File: config.mk
export PLATFORM = sky130hd
export DESIGN_NAME = lsp_host_port
export DESIGN_NICKNAME = d
export VERILOG_FILES = /design/src/rtl/lsp_host_port.sv
export SDC_FILE = /design/constraint.sdc
export NUM_CORES = 1
export LEC_CHECK = 0
export ABC_AREA = 1
export ABC_CLOCK_PERIOD_IN_PS = 2400
export BUFFER_PORTS_ARGS = -buffer_cell sky130_fd_sc_hd__buf_2
export CAP_MARGIN = 20
export CORE_AREA = 2 2 247 249
export CTS_CLUSTER_DIAMETER = 150
export CTS_CLUSTER_SIZE = 12
export DETAILED_ROUTE_END_ITERATION = 10
export DIE_AREA = 0 0 249 251
export PLACE_DENSITY = 0.55
export SLEW_MARGIN = 15
export SYNTH_ARGS = -nofsm -noshare
export SYNTH_HDL_FRONTEND = slang
export SYNTH_SLANG_ARGS = --single-unit
export TNS_END_PERCENT = 10
File: constraint.sdc
create_clock -name clk -period 2.4 [get_ports clk]
set_input_delay 0.6 -clock clk [delete_from_list [all_inputs] [get_ports clk]]
set_output_delay 0.6 -clock clk [all_outputs]
set_load 0.05 [all_outputs]
File: src/rtl/lsp_host_port.sv
module lsp_host_port #(
  parameter int DW    = 32,
  parameter int REFW  = 5,
  parameter int NPATH = 6,
  parameter int NLINK = 3,
  parameter int NCMD  = 12
) (
  input  logic                clk,
  input  logic                rst_n,
  input  logic [3:0]          address,
  input  logic                write,
  input  logic [DW-1:0]       writedata,
  input  logic                read,
  output logic [DW-1:0]       readdata,
  output logic                waitrequest,
  output logic [NPATH*DW-1:0] path_stage,
  output logic [NLINK*DW-1:0] link_stage,
  output logic [DW-1:0]       port_map,
  output logic [DW-1:0]       cfg_flags,
  output logic [DW-1:0]       init_label,
  output logic [DW-1:0]       pkt_wdata,
  output logic                pkt_wstrobe,
  output logic [NCMD-1:0]     cmd_strobe,
  output logic [REFW-1:0]     path_ref,
  input  logic                cmd_done,
  input  logic [DW-1:0]       pkt_rdata,
  output logic                pkt_rd_pop,
  input  logic [DW-1:0]       status_word,
  input  logic [DW-1:0]       in_label,
  input  logic [DW-1:0]       out_label
);
  localparam logic [3:0] A_LINK0 = 4'(NPATH);
  localparam logic [3:0] A_PORT  = 4'(NPATH + NLINK);
  localparam logic [3:0] A_FLAGS = A_PORT + 4'd1;
  localparam logic [3:0] A_LABEL = A_PORT + 4'd2;
  localparam logic [3:0] A_PKT   = A_PORT + 4'd3;
  localparam logic [3:0] A_CTRL  = A_PORT + 4'd4;

  logic          busy;
  logic [DW-1:0] path_q [NPATH];
  logic [DW-1:0] link_q [NLINK];
  logic          wr_ok, ctl_wr, cmd_ok;
  logic [3:0]    code;

  assign waitrequest = busy;
  assign wr_ok       = write && !busy;
  assign ctl_wr      = wr_ok && (address == A_CTRL);
  assign code        = writedata[3:0];
  assign cmd_ok      = ctl_wr && (code < 4'(NCMD));
  assign pkt_rd_pop  = read && !busy && (address == 4'd0);

  for (genvar i = 0; i < NPATH; i++) begin : g_path
    assign path_stage[i*DW +: DW] = path_q[i];
  end
  for (genvar i = 0; i < NLINK; i++) begin : g_link
    assign link_stage[i*DW +: DW] = link_q[i];
  end

  always_comb begin
    case (address)
      4'd0:    readdata = pkt_rdata;
      4'd1:    readdata = status_word;
      4'd2:    readdata = in_label;
      4'd3:    readdata = out_label;
      default: readdata = '0;
    endcase
  end

  always_ff @(posedge clk or negedge rst_n) begin
    if (!rst_n) begin
      busy        <= 1'b0;
      pkt_wstrobe <= 1'b0;
      pkt_wdata   <= '0;
      cmd_strobe  <= '0;
      path_ref    <= '0;
      port_map    <= '0;
      cfg_flags   <= '0;
      init_label  <= '0;
      for (int i = 0; i < NPATH; i++) path_q[i] <= '0;
      for (int i = 0; i < NLINK; i++) link_q[i] <= '0;
    end else begin
      pkt_wstrobe <= wr_ok && (address == A_PKT);
      cmd_strobe  <= '0;
      if (busy && cmd_done) busy <= 1'b0;
      if (wr_ok) begin
        for (int i = 0; i < NPATH; i++)
          if (address == 4'(i)) path_q[i] <= writedata;
        for (int i = 0; i < NLINK; i++)
          if (address == A_LINK0 + 4'(i)) link_q[i] <= writedata;
        if (address == A_PORT)  port_map   <= writedata;
        if (address == A_FLAGS) cfg_flags  <= writedata;
        if (address == A_LABEL) init_label <= writedata;
        if (address == A_PKT)   pkt_wdata  <= writedata;
      end
      if (cmd_ok) begin
        busy     <= 1'b1;
        path_ref <= writedata[4 +: REFW];
        for (int i = 0; i < NCMD; i++)
          if (code == 4'(i)) cmd_strobe[i] <= 1'b1;
        if (code == 4'd0) begin
          port_map   <= '0;
          cfg_flags  <= '0;
          init_label <= '0;
          pkt_wdata  <= '0;
          for (int i = 0; i < NPATH; i++) path_q[i] <= '0;
          for (int i = 0; i < NLINK; i++) link_q[i] <= '0;
        end
      end
    end
  end
endmodule

==> report_table.html, run 1 <==
<table>
<tr><th>Metric</th><th>Value</th></tr>
<tr><th colspan="2">Outcome</th></tr>
<tr><td>Outcome</td><td>complete, but fails checks</td></tr>
<tr><td>Violated checks</td><td>setup timing</td></tr>
<tr><th colspan="2">Power</th></tr>
<tr><td>Maximum ir drop on the vdd rail</td><td>0.575 mV</td></tr>
<tr><td>Pleak</td><td>approximately 14 nW</td></tr>
<tr><td>Power density over the cells</td><td>1030 nW/um^2</td></tr>
<tr><td>Overall power consumption</td><td>26.9 mW</td></tr>
<tr><th colspan="2">Route</th></tr>
<tr><td># DRC</td><td>0</td></tr>
<tr><td>Total wirelength of the detailed-routed design</td><td>98600 um</td></tr>
<tr><td>Average wire length per cell after detail routing</td><td>25.6 um</td></tr>
<tr><td>Initial drt markers</td><td>1606</td></tr>
<tr><td>Post-detailed-route via-to-cell ratio</td><td>5.25</td></tr>
<tr><td>Vias</td><td>between 20000 and 25000</td></tr>
<tr><td>Antenna-violating nets left</td><td>0</td></tr>
<tr><td>First-pass iteration count of the detailed router</td><td>6</td></tr>
<tr><th colspan="2">Timing</th></tr>
<tr><td>Slew Limit Headroom</td><td>45.9%</td></tr>
<tr><td>Hold Worst Slack</td><td>232 ps</td></tr>
<tr><td>Post-route minimum period</td><td>2470 ps</td></tr>
<tr><td>Upper clock frequency limit</td><td>405 MHz</td></tr>
<tr><td>RSZ-0062 raised after global routing</td><td>true</td></tr>
<tr><td>Final clock skew</td><td>between 15 and 20 ps</td></tr>
<tr><td>Fin crit share</td><td>103%</td></tr>
<tr><td>Count of final setup violators</td><td>8</td></tr>
<tr><td>Least setup slack across all paths after layout</td><td>-67.8 ps</td></tr>
<tr><td>Max Transition Viols Final</td><td>0</td></tr>
<tr><td>Slew at the pin with the worst max-slew slack</td><td>a little over 800 ps</td></tr>
<tr><td>Final hold vios</td><td>0</td></tr>
<tr><th colspan="2">Clock tree</th></tr>
<tr><td>Number of buffers created by CTS</td><td>42</td></tr>
<tr><td>CTS sink cnt</td><td>435</td></tr>
<tr><td>TritonCTS clock tree</td><td>done</td></tr>
<tr><td>Cell chosen for the clock root</td><td>clkbuf_16</td></tr>
<tr><td>Bufs on Longest Clock Path</td><td>3</td></tr>
<tr><td>Post-CTS clock slew at the launch and capture registers of the worst setup and hold paths</td><td>70 ps</td></tr>
<tr><td>Insertion delay to the later sink of the worst-skew pair</td><td>580 ps</td></tr>
<tr><td>Level count of the clock H-tree</td><td>2</td></tr>
<tr><th colspan="2">Layout</th></tr>
<tr><td>Post-synthesis to final-layout area growth</td><td>31.1%</td></tr>
<tr><td>Layout cell share with drive strength beyond 1</td><td>27.2%</td></tr>
<tr><td>Final Instance Area</td><td>26000 sq um</td></tr>
<tr><td>Non-filler instance count after layout</td><td>3846</td></tr>
<tr><td>Total number of nets in the final design</td><td>3225</td></tr>
<tr><td>Final cell utilization of the core</td><td>between 40 and 50%</td></tr>
<tr><th colspan="2">Global routing</th></tr>
<tr><td>Total global routing overflow</td><td>0</td></tr>
<tr><td>Antenna violations before repair</td><td>9</td></tr>
<tr><td>Maximum number of pins on one net before global-route repair</td><td>between 90 and 100</td></tr>
<tr><td>Vias in the first global route</td><td>19300</td></tr>
<tr><td>Global-route wire length before repair</td><td>140000 um</td></tr>
<tr><td>Total track usage</td><td>a little under a third</td></tr>
<tr><th colspan="2">Synth</th></tr>
<tr><td>Fraction of the yosys area taken by sequential cells</td><td>a little over half</td></tr>
<tr><td>Mapped Nets</td><td>2653</td></tr>
<tr><td>Count of mapped cells out of synthesis</td><td>2484</td></tr>
<tr><td>Number of warnings printed during yosys synthesis</td><td>0</td></tr>
<tr><td>Synth unique cells</td><td>22</td></tr>
<tr><td>Syn_area_per_cell</td><td>8.00 sq um</td></tr>
<tr><td>Synthesized flop and latch total</td><td>435</td></tr>
<tr><td>Post-synthesis cell area</td><td>roughly 20000 sq um</td></tr>
<tr><th colspan="2">Worst setup path</th></tr>
<tr><td>Endpoint arrival time on the critical path</td><td>1870 ps</td></tr>
<tr><td>Most frequent cell on the critical path</td><td>nand2_1</td></tr>
<tr><td>Crit path launch type</td><td>input pin</td></tr>
<tr><td>Class of the most critical setup path</td><td>input pin to output pin</td></tr>
<tr><td>Cell type of the slowest stage on the worst timing path</td><td>nand4_1</td></tr>
<tr><td>Crit path max fanout</td><td>20</td></tr>
<tr><td>Critical path endpoint category</td><td>output pin</td></tr>
<tr><td>Largest incremental delay on the critical path</td><td>330 ps</td></tr>
<tr><td>Series of cell instances along the critical path</td><td>buf_2 -&gt; inv_1 -&gt; nand2_1 -&gt; nor2_4 -&gt; buf_12 -&gt; nand2_1 -&gt; nand4_1 -&gt; buf_6</td></tr>
<tr><td>CP bufs+invs</td><td>4</td></tr>
<tr><td>Cell class contributing the biggest share of worst-path delay</td><td>buffers and inverters</td></tr>
<tr><td>Critical path data required time</td><td>1800 ps</td></tr>
<tr><th colspan="2">Floorplanning</th></tr>
<tr><td>Vertical extent of the die</td><td>about 250 um</td></tr>
<tr><td>Die Footprint</td><td>between 60000 and 70000 sq um</td></tr>
<tr><td>Die Span X</td><td>249 um</td></tr>
<tr><td>Number of standard-cell rows in the floorplan</td><td>90</td></tr>
<tr><td>Initial Utilization</td><td>approximately 33%</td></tr>
<tr><td>Core area</td><td>59800 sq um</td></tr>
<tr><td>I/O pins</td><td>around 640</td></tr>
<tr><th colspan="2">Placed design</th></tr>
<tr><td>Instance area at placement</td><td>24500 sq um</td></tr>
<tr><td>Final estimated routing congestion in global placement</td><td>1.04</td></tr>
<tr><td>Half-perimeter wire length after placement</td><td>69300 um</td></tr>
<tr><td>Number of port buffers</td><td>636</td></tr>
<tr><td>Placed Cells</td><td>around 3800</td></tr>
<tr><th colspan="2">Flow run</th></tr>
<tr><td>Max-capacitance violation count</td><td>0</td></tr>
<tr><th colspan="2">Min path</th></tr>
<tr><td>Worst hold path type</td><td>input pin to flip-flop</td></tr>
</table>
==> per-stage QoR <==
stage               setup slack [ps]  TNS (ps)
floorplan                      -46.6     -1090
global placement                -118     -7840
detailed placement              -177    -12070
CTS                            -38.2     -85.1
global route                   -44.9      -379
finish                         -67.8      -256
==> Yosys cell counts (all sizes together) <==
cell	count	area [sq um]
nor3	3	15.0
dfrtp	435	10900
inv	175	657
nand4	35	219
nand2	823	3100
nor2	25	124
buf	99	571
clkinv	2	7.51
a21oi	256	1280
clkbuf	130	493
o21ai	1	5.00
nand3	500	2510
==> cell families (layout without fill, tap and decap cells) <==
logic type | after synthesis | after routing | synth area share (%)
flops | 435 | 435 | 54.8
compound gates | 257 | 257 | 6.48
other cells | 0 | 6 | 0
simple gates | 1386 | 1386 | 30.0
buf+inv | 406 | 980 | 8.70
==> cells in the final DEF (no fill, tap or decap), types with 2 or more instances in the layout <==
cell       netlist  routed
dfrtp_1        435     435
buf_2           69     601
buf_4           26      70
buf_6            2      29
nand4_1         35      35
inv_2            3       4
nand2_1        822     821
buf_12           0      48
nand3_1        499     492
clkbuf_16        0      49
nor2_4           3      14
a21oi_1        256     256
nand3_2          1       7
inv_1          172     170
nor3_1           3       3
diode_2          0       6
clkinv_8         0       2
nor2_1          19      10
nand2_4          1       2
==> flip-flops by register name (all words and copies together), names as in the netlist <==
name         count
pkt_wdata       32
pkt_wstrobe      1
cfg_flags       32
path_stage     192
init_label      32
path_ref         5
cmd_strobe      12
waitrequest      1
link_stage      96
port_map        32
==> report_power, final <==
part | switching, mW | internal [mW] | total [mW]
registers | 0.922 | 8.87 | 9.80
logic | 8.80 | 2.31 | 11.1
clock network | 2.84 | 3.18 | 6.02
==> metal layers <==
| metal | track usage (%) | up-vias | share of wire [%] |
|---|---|---|---|
| met3 | 8.24 | 208 | 8.6 |
| met4 | 16.8 | 2 | 6.1 |
| li1 | - | 9103 | - |
| met5 | 0 | - | 0.0071 |
| met1 | 36.1 | 9937 | 37 |
| met2 | 50.3 | 956 | 48 |
==> final cells by class <==
| class | instances | area [sq um] |
|---|---|---|
| fillers | 6060 | 33700 |
| flip-flops and latches | 435 | 10900 |
| multi-input cells | 1643 | 7380 |
| repair buffers | 757 | 5000 |
| clock buffers | 43 | 1080 |
| well taps | 782 | 978 |
| inverters | 177 | 668 |
| clock inverters | 3 | 43.8 |
| diodes | 6 | 15.0 |
==> final timing paths <==
kind | startpoint | endpoint | slack [ps] | cells after the start
setup reg to reg | waitrequest | cfg_flags[8] | 360 | 8
min in group asynchronous | rst_n | pkt_wdata[21] | 480 | 2
hold / removal | cmd_done | waitrequest | 230 | 2
max in group asynchronous | rst_n | pkt_wdata[2] | 1050 | 4
hold reg to reg | path_ref[0] | path_ref[0] | 470 | 2
setup / recovery | address[1] | readdata[3] | -70 | 8
==> worst register-to-register path, stage by stage, from the launching register on <==
cell and delay [ps]:
dfrtp_1 470, inv_2 100, nand2_1 240, nor2_4 320, nand2_4 90, nor2_4 110, buf_12 190, buf_12 280
a21oi_1 110
==> what timing repair did <==
| action | 4_1_cts | 5_1_grt |
|---|---|---|
| endpoints found under the setup margin | 31 | 29 |
| gates resized for setup | 43 | 33 |
| hold endpoints to repair | 21 | 0 |
| setup buffers | 0 | 2 |
| gates cloned | 0 | 6 |
| pin swaps | 2 | 10 |
| hold buffers | 1 | 0 |
No activity file was read; power rests on OpenSTA's default activity.
==> inputs of run 2 (changes only) <==
CTS_BUF_LIST = sky130_fd_sc_hd__clkbuf_4 sky130_fd_sc_hd__clkbuf_8   (was unset)
==> run 2 against run 1 <==
Effect of this change:
- the flow still finishes with violations (setup timing)
- count of clock-buffer cells in the layout stayed put
- hold slack got worse by 56 ps
- non-clock buffer count stayed put
- routed wire length about the same
- largest power group unchanged
- register-to-register slack got worse by 20 ps
- critical path depth unchanged
- critical path type unchanged
- first-iteration DRC count increased by 0.56%
- clock skew increased by 4.1 ps
- setup slack lost 5.0 ps
- die area did not move
- global-route usage down 0.072 points
==> report_table.html, run 2 (synthesized netlist as in run 1, its figures left out) <==
<table>
<tr><th>Metric</th><th>Value</th></tr>
<tr><th colspan="2">Global routing</th></tr>
<tr><td>Global-route wire length before repair</td><td>139000 um (was 140000 um)</td></tr>
<tr><td>Total track usage</td><td>30.4% (was 30.5%)</td></tr>
<tr><td>Maximum number of pins on one net before global-route repair</td><td>97 (unchanged)</td></tr>
<tr><td>Total global routing overflow</td><td>0 (unchanged)</td></tr>
<tr><td>Vias in the first global route</td><td>19300 (about the same)</td></tr>
<tr><td>Antenna violations before repair</td><td>8 (was 9)</td></tr>
<tr><th colspan="2">Worst setup path</th></tr>
<tr><td>CP endpoint</td><td>readdata[3] (unchanged)</td></tr>
<tr><td>Launch instance of the worst register-to-register path</td><td>waitrequest (unchanged)</td></tr>
<tr><td>Worst setup startpoint</td><td>address[2] (was address[1])</td></tr>
<tr><td>Crit path launch type</td><td>input pin (unchanged)</td></tr>
<tr><td>Cell type of the slowest stage on the worst timing path</td><td>nand4_1 (unchanged)</td></tr>
<tr><td>Class of the most critical setup path</td><td>input pin to output pin (unchanged)</td></tr>
<tr><td>Critical path endpoint category</td><td>output pin (unchanged)</td></tr>
<tr><td>Endpoint arrival time on the critical path</td><td>1870 ps (about the same)</td></tr>
<tr><td>Largest incremental delay on the critical path</td><td>300 ps (was 330 ps)</td></tr>
<tr><td>Critical path data required time</td><td>1800 ps (about the same)</td></tr>
<tr><td>Crit path max fanout</td><td>9 (was 20)</td></tr>
<tr><td>Worst reg-to-reg setup slack</td><td>340 ps (was 360 ps)</td></tr>
<tr><td>Capture instance of the worst register-to-register path</td><td>cfg_flags[8] (unchanged)</td></tr>
<tr><td>Worst reg2reg path depth</td><td>8 (unchanged)</td></tr>
<tr><td>Series of cell instances along the critical path</td><td>buf_2 -&gt; buf_6 -&gt; nor2_4 -&gt; buf_12 -&gt; buf_12 -&gt; nand3_2 -&gt; nand4_1 -&gt; buf_6 (was buf_2 -&gt; inv_1 -&gt; nand2_1 -&gt; nor2_4 -&gt; buf_12 -&gt; nand2_1 -&gt; nand4_1 -&gt; buf_6)</td></tr>
<tr><th colspan="2">Floorplanning</th></tr>
<tr><td>I/O pins</td><td>637 (unchanged)</td></tr>
<tr><td>Initial Utilization</td><td>33.2% (unchanged)</td></tr>
<tr><td>Die Span X</td><td>249 um (unchanged)</td></tr>
<tr><td>Die Footprint</td><td>62500 sq um (unchanged)</td></tr>
<tr><td>Number of standard-cell rows in the floorplan</td><td>90 (unchanged)</td></tr>
<tr><td>Vertical extent of the die</td><td>251 um (unchanged)</td></tr>
<tr><td>Core area</td><td>59800 sq um (unchanged)</td></tr>
<tr><th colspan="2">Timing</th></tr>
<tr><td>Count of final setup violators</td><td>6 (was 8)</td></tr>
<tr><td>Fin crit share</td><td>103% (about the same)</td></tr>
<tr><td>Upper clock frequency limit</td><td>404 MHz (was 405 MHz)</td></tr>
<tr><td>Max Transition Viols Final</td><td>0 (unchanged)</td></tr>
<tr><td>Post-route minimum period</td><td>2470 ps (about the same)</td></tr>
<tr><td>Final clock skew</td><td>22.0 ps (was 17.9 ps)</td></tr>
<tr><td>Least setup slack across all paths after layout</td><td>-72.9 ps (was -67.8 ps)</td></tr>
<tr><td>Hold Worst Slack</td><td>176 ps (was 232 ps)</td></tr>
<tr><td>Slew Limit Headroom</td><td>45.8% (was 45.9%)</td></tr>
<tr><td>RSZ-0062 raised after global routing</td><td>true (unchanged)</td></tr>
<tr><td>Slew at the pin with the worst max-slew slack</td><td>813 ps (was 812 ps)</td></tr>
<tr><td>Final hold vios</td><td>0 (unchanged)</td></tr>
<tr><th colspan="2">Placed design</th></tr>
<tr><td>Pre-CTS worst setup slack</td><td>-177 ps (unchanged)</td></tr>
<tr><td>Half-perimeter wire length after placement</td><td>69300 um (unchanged)</td></tr>
<tr><td>Final estimated routing congestion in global placement</td><td>1.04 (unchanged)</td></tr>
<tr><td>Number of port buffers</td><td>636 (unchanged)</td></tr>
<tr><th colspan="2">Clock tree</th></tr>
<tr><td>Bufs on Longest Clock Path</td><td>3 (unchanged)</td></tr>
<tr><td>CTS sink cnt</td><td>435 (unchanged)</td></tr>
<tr><td>Cell chosen for the clock root</td><td>clkbuf_8 (was clkbuf_16)</td></tr>
<tr><td>Insertion delay to the later sink of the worst-skew pair</td><td>630 ps (was 580 ps)</td></tr>
<tr><td>TritonCTS clock tree</td><td>done (unchanged)</td></tr>
<tr><td>Number of buffers created by CTS</td><td>42 (unchanged)</td></tr>
<tr><td>Level count of the clock H-tree</td><td>2 (unchanged)</td></tr>
<tr><td>Post-CTS clock slew at the launch and capture registers of the worst setup and hold paths</td><td>100 ps (was 70 ps)</td></tr>
<tr><th colspan="2">Min path</th></tr>
<tr><td>Worst hold path type</td><td>input pin to flip-flop (unchanged)</td></tr>
<tr><td>Cell depth of the worst hold path</td><td>2 (unchanged)</td></tr>
<tr><th colspan="2">Outcome</th></tr>
<tr><td>Outcome</td><td>complete, but fails checks (unchanged)</td></tr>
<tr><td>Violated checks</td><td>setup timing (unchanged)</td></tr>
<tr><th colspan="2">Route</th></tr>
<tr><td>Total wirelength of the detailed-routed design</td><td>98600 um (about the same)</td></tr>
<tr><td>Post-detailed-route via-to-cell ratio</td><td>5.21 (was 5.25)</td></tr>
<tr><td># DRC</td><td>0 (unchanged)</td></tr>
<tr><td>Vias</td><td>20100 (was 20200)</td></tr>
<tr><td>Antenna-violating nets left</td><td>0 (unchanged)</td></tr>
<tr><td>Initial drt markers</td><td>1615 (was 1606)</td></tr>
<tr><td>Average wire length per cell after detail routing</td><td>25.6 um (about the same)</td></tr>
<tr><td>First-pass iteration count of the detailed router</td><td>8 (was 6)</td></tr>
<tr><th colspan="2">Layout</th></tr>
<tr><td>Layout cell share with drive strength beyond 1</td><td>27.2% (unchanged)</td></tr>
<tr><td>Commonest non-fill, non-tap cell in the layout</td><td>nand2_1 (unchanged)</td></tr>
<tr><td>Most frequent cells in the layout</td><td>nand2_1, buf_2, nand3_1 (unchanged)</td></tr>
<tr><td>Filler cells</td><td>6118 (was 6060)</td></tr>
<tr><td>Total number of nets in the final design</td><td>3225 (unchanged)</td></tr>
<tr><td>Number of flip-flops under the largest register name</td><td>192 (unchanged)</td></tr>
<tr><td>Post-synthesis to final-layout area growth</td><td>28.7% (was 31.1%)</td></tr>
<tr><th colspan="2">Power</th></tr>
<tr><td>Pleak</td><td>14.2 nW (was 14.4 nW)</td></tr>
<tr><td>Maximum ir drop on the vdd rail</td><td>0.554 mV (was 0.575 mV)</td></tr>
<tr><td>Power density over the cells</td><td>983 nW/um^2 (was 1030 nW/um^2)</td></tr>
<tr><th colspan="2">Flow run</th></tr>
<tr><td>Max-capacitance violation count</td><td>0 (unchanged)</td></tr>
</table>
==> run 2: changes by cell type in the layout (fill, tap and decap cells not counted) <==
cell	delta
diode_2	+2
clkbuf_8	+43
clkbuf_16	-43
clkinv_8	-2
inv_6	+2
==> run 2: how the worst min path moves through the flow <==
stage                startpoint      endpoint  slack [ps]
finish                 cmd_done   waitrequest         180
global route           cmd_done   waitrequest         160
CTS                    cmd_done   waitrequest         120
detailed placement  path_ref[3]   path_ref[3]         460
global placement    path_ref[2]   path_ref[2]         450
floorplan                 rst_n  cfg_flags[0]         300
==> run 2: layer usage <==
metal / global-route usage [%] / wire length, um / vias up / share of wire [%]
met5: 0 / 7 / - / 0.0071
met2: 50.7 / 47600 / 896 / 48
met3: 8.43 / 8370 / 195 / 8.5
li1: - / - / 9093 / -
met1: 35.8 / 36900 / 9880 / 37
met4: 15.9 / 5740 / 2 / 5.8
==> run 2: critical path: cells and delay by family <==
kind,cells,cell delay [ps]
buffers and inverters,5,770
and+or+nand+nor,3,500
==> run 2: repair_timing <==
action                                  4_1_cts  5_1_grt
buffers inserted                              0        2
endpoints found under the setup margin       31       29
hold endpoints to repair                     21        0
pin swaps                                     2       10
gates resized for setup                      43       33
hold buffers                                  1        0
gates cloned                                  0        6
==> run 2: area by class of cell <==
class	instances	area, sq um	area share, %
antenna	8	20.0	0.0783
clock buffer	43	592	2.32
clock inverter	3	28.8	0.113
inverter	177	668	2.61
multi-input combinational	1643	7380	28.9
sequential	435	10900	42.6
tap	782	978	3.83
timing repair buffer	757	5000	19.6
==> run 2: where the power goes <==
part | switching (mW) | internal [mW]
Sequential | 0.922 | 8.86
Combinational | 8.80 | 2.31
Clock | 2.59 | 1.63
==> run 2: stage by stage <==
step	utilization [%]	instances	power, mW	TNS (ps)	instance area (sq um)
6_report	42.7	3848	25.1	-192	25600
2_1_floorplan	-	2484	17.4	-1090	19900
4_1_cts	42.2	3832	25.2	-85.1	25200
3_5_place_dp	41.0	3785	20.9	-12070	24500
3_3_place_gp	41.0	3785	20.8	-7840	24500
5_1_grt	42.7	3843	26.2	-380	25500
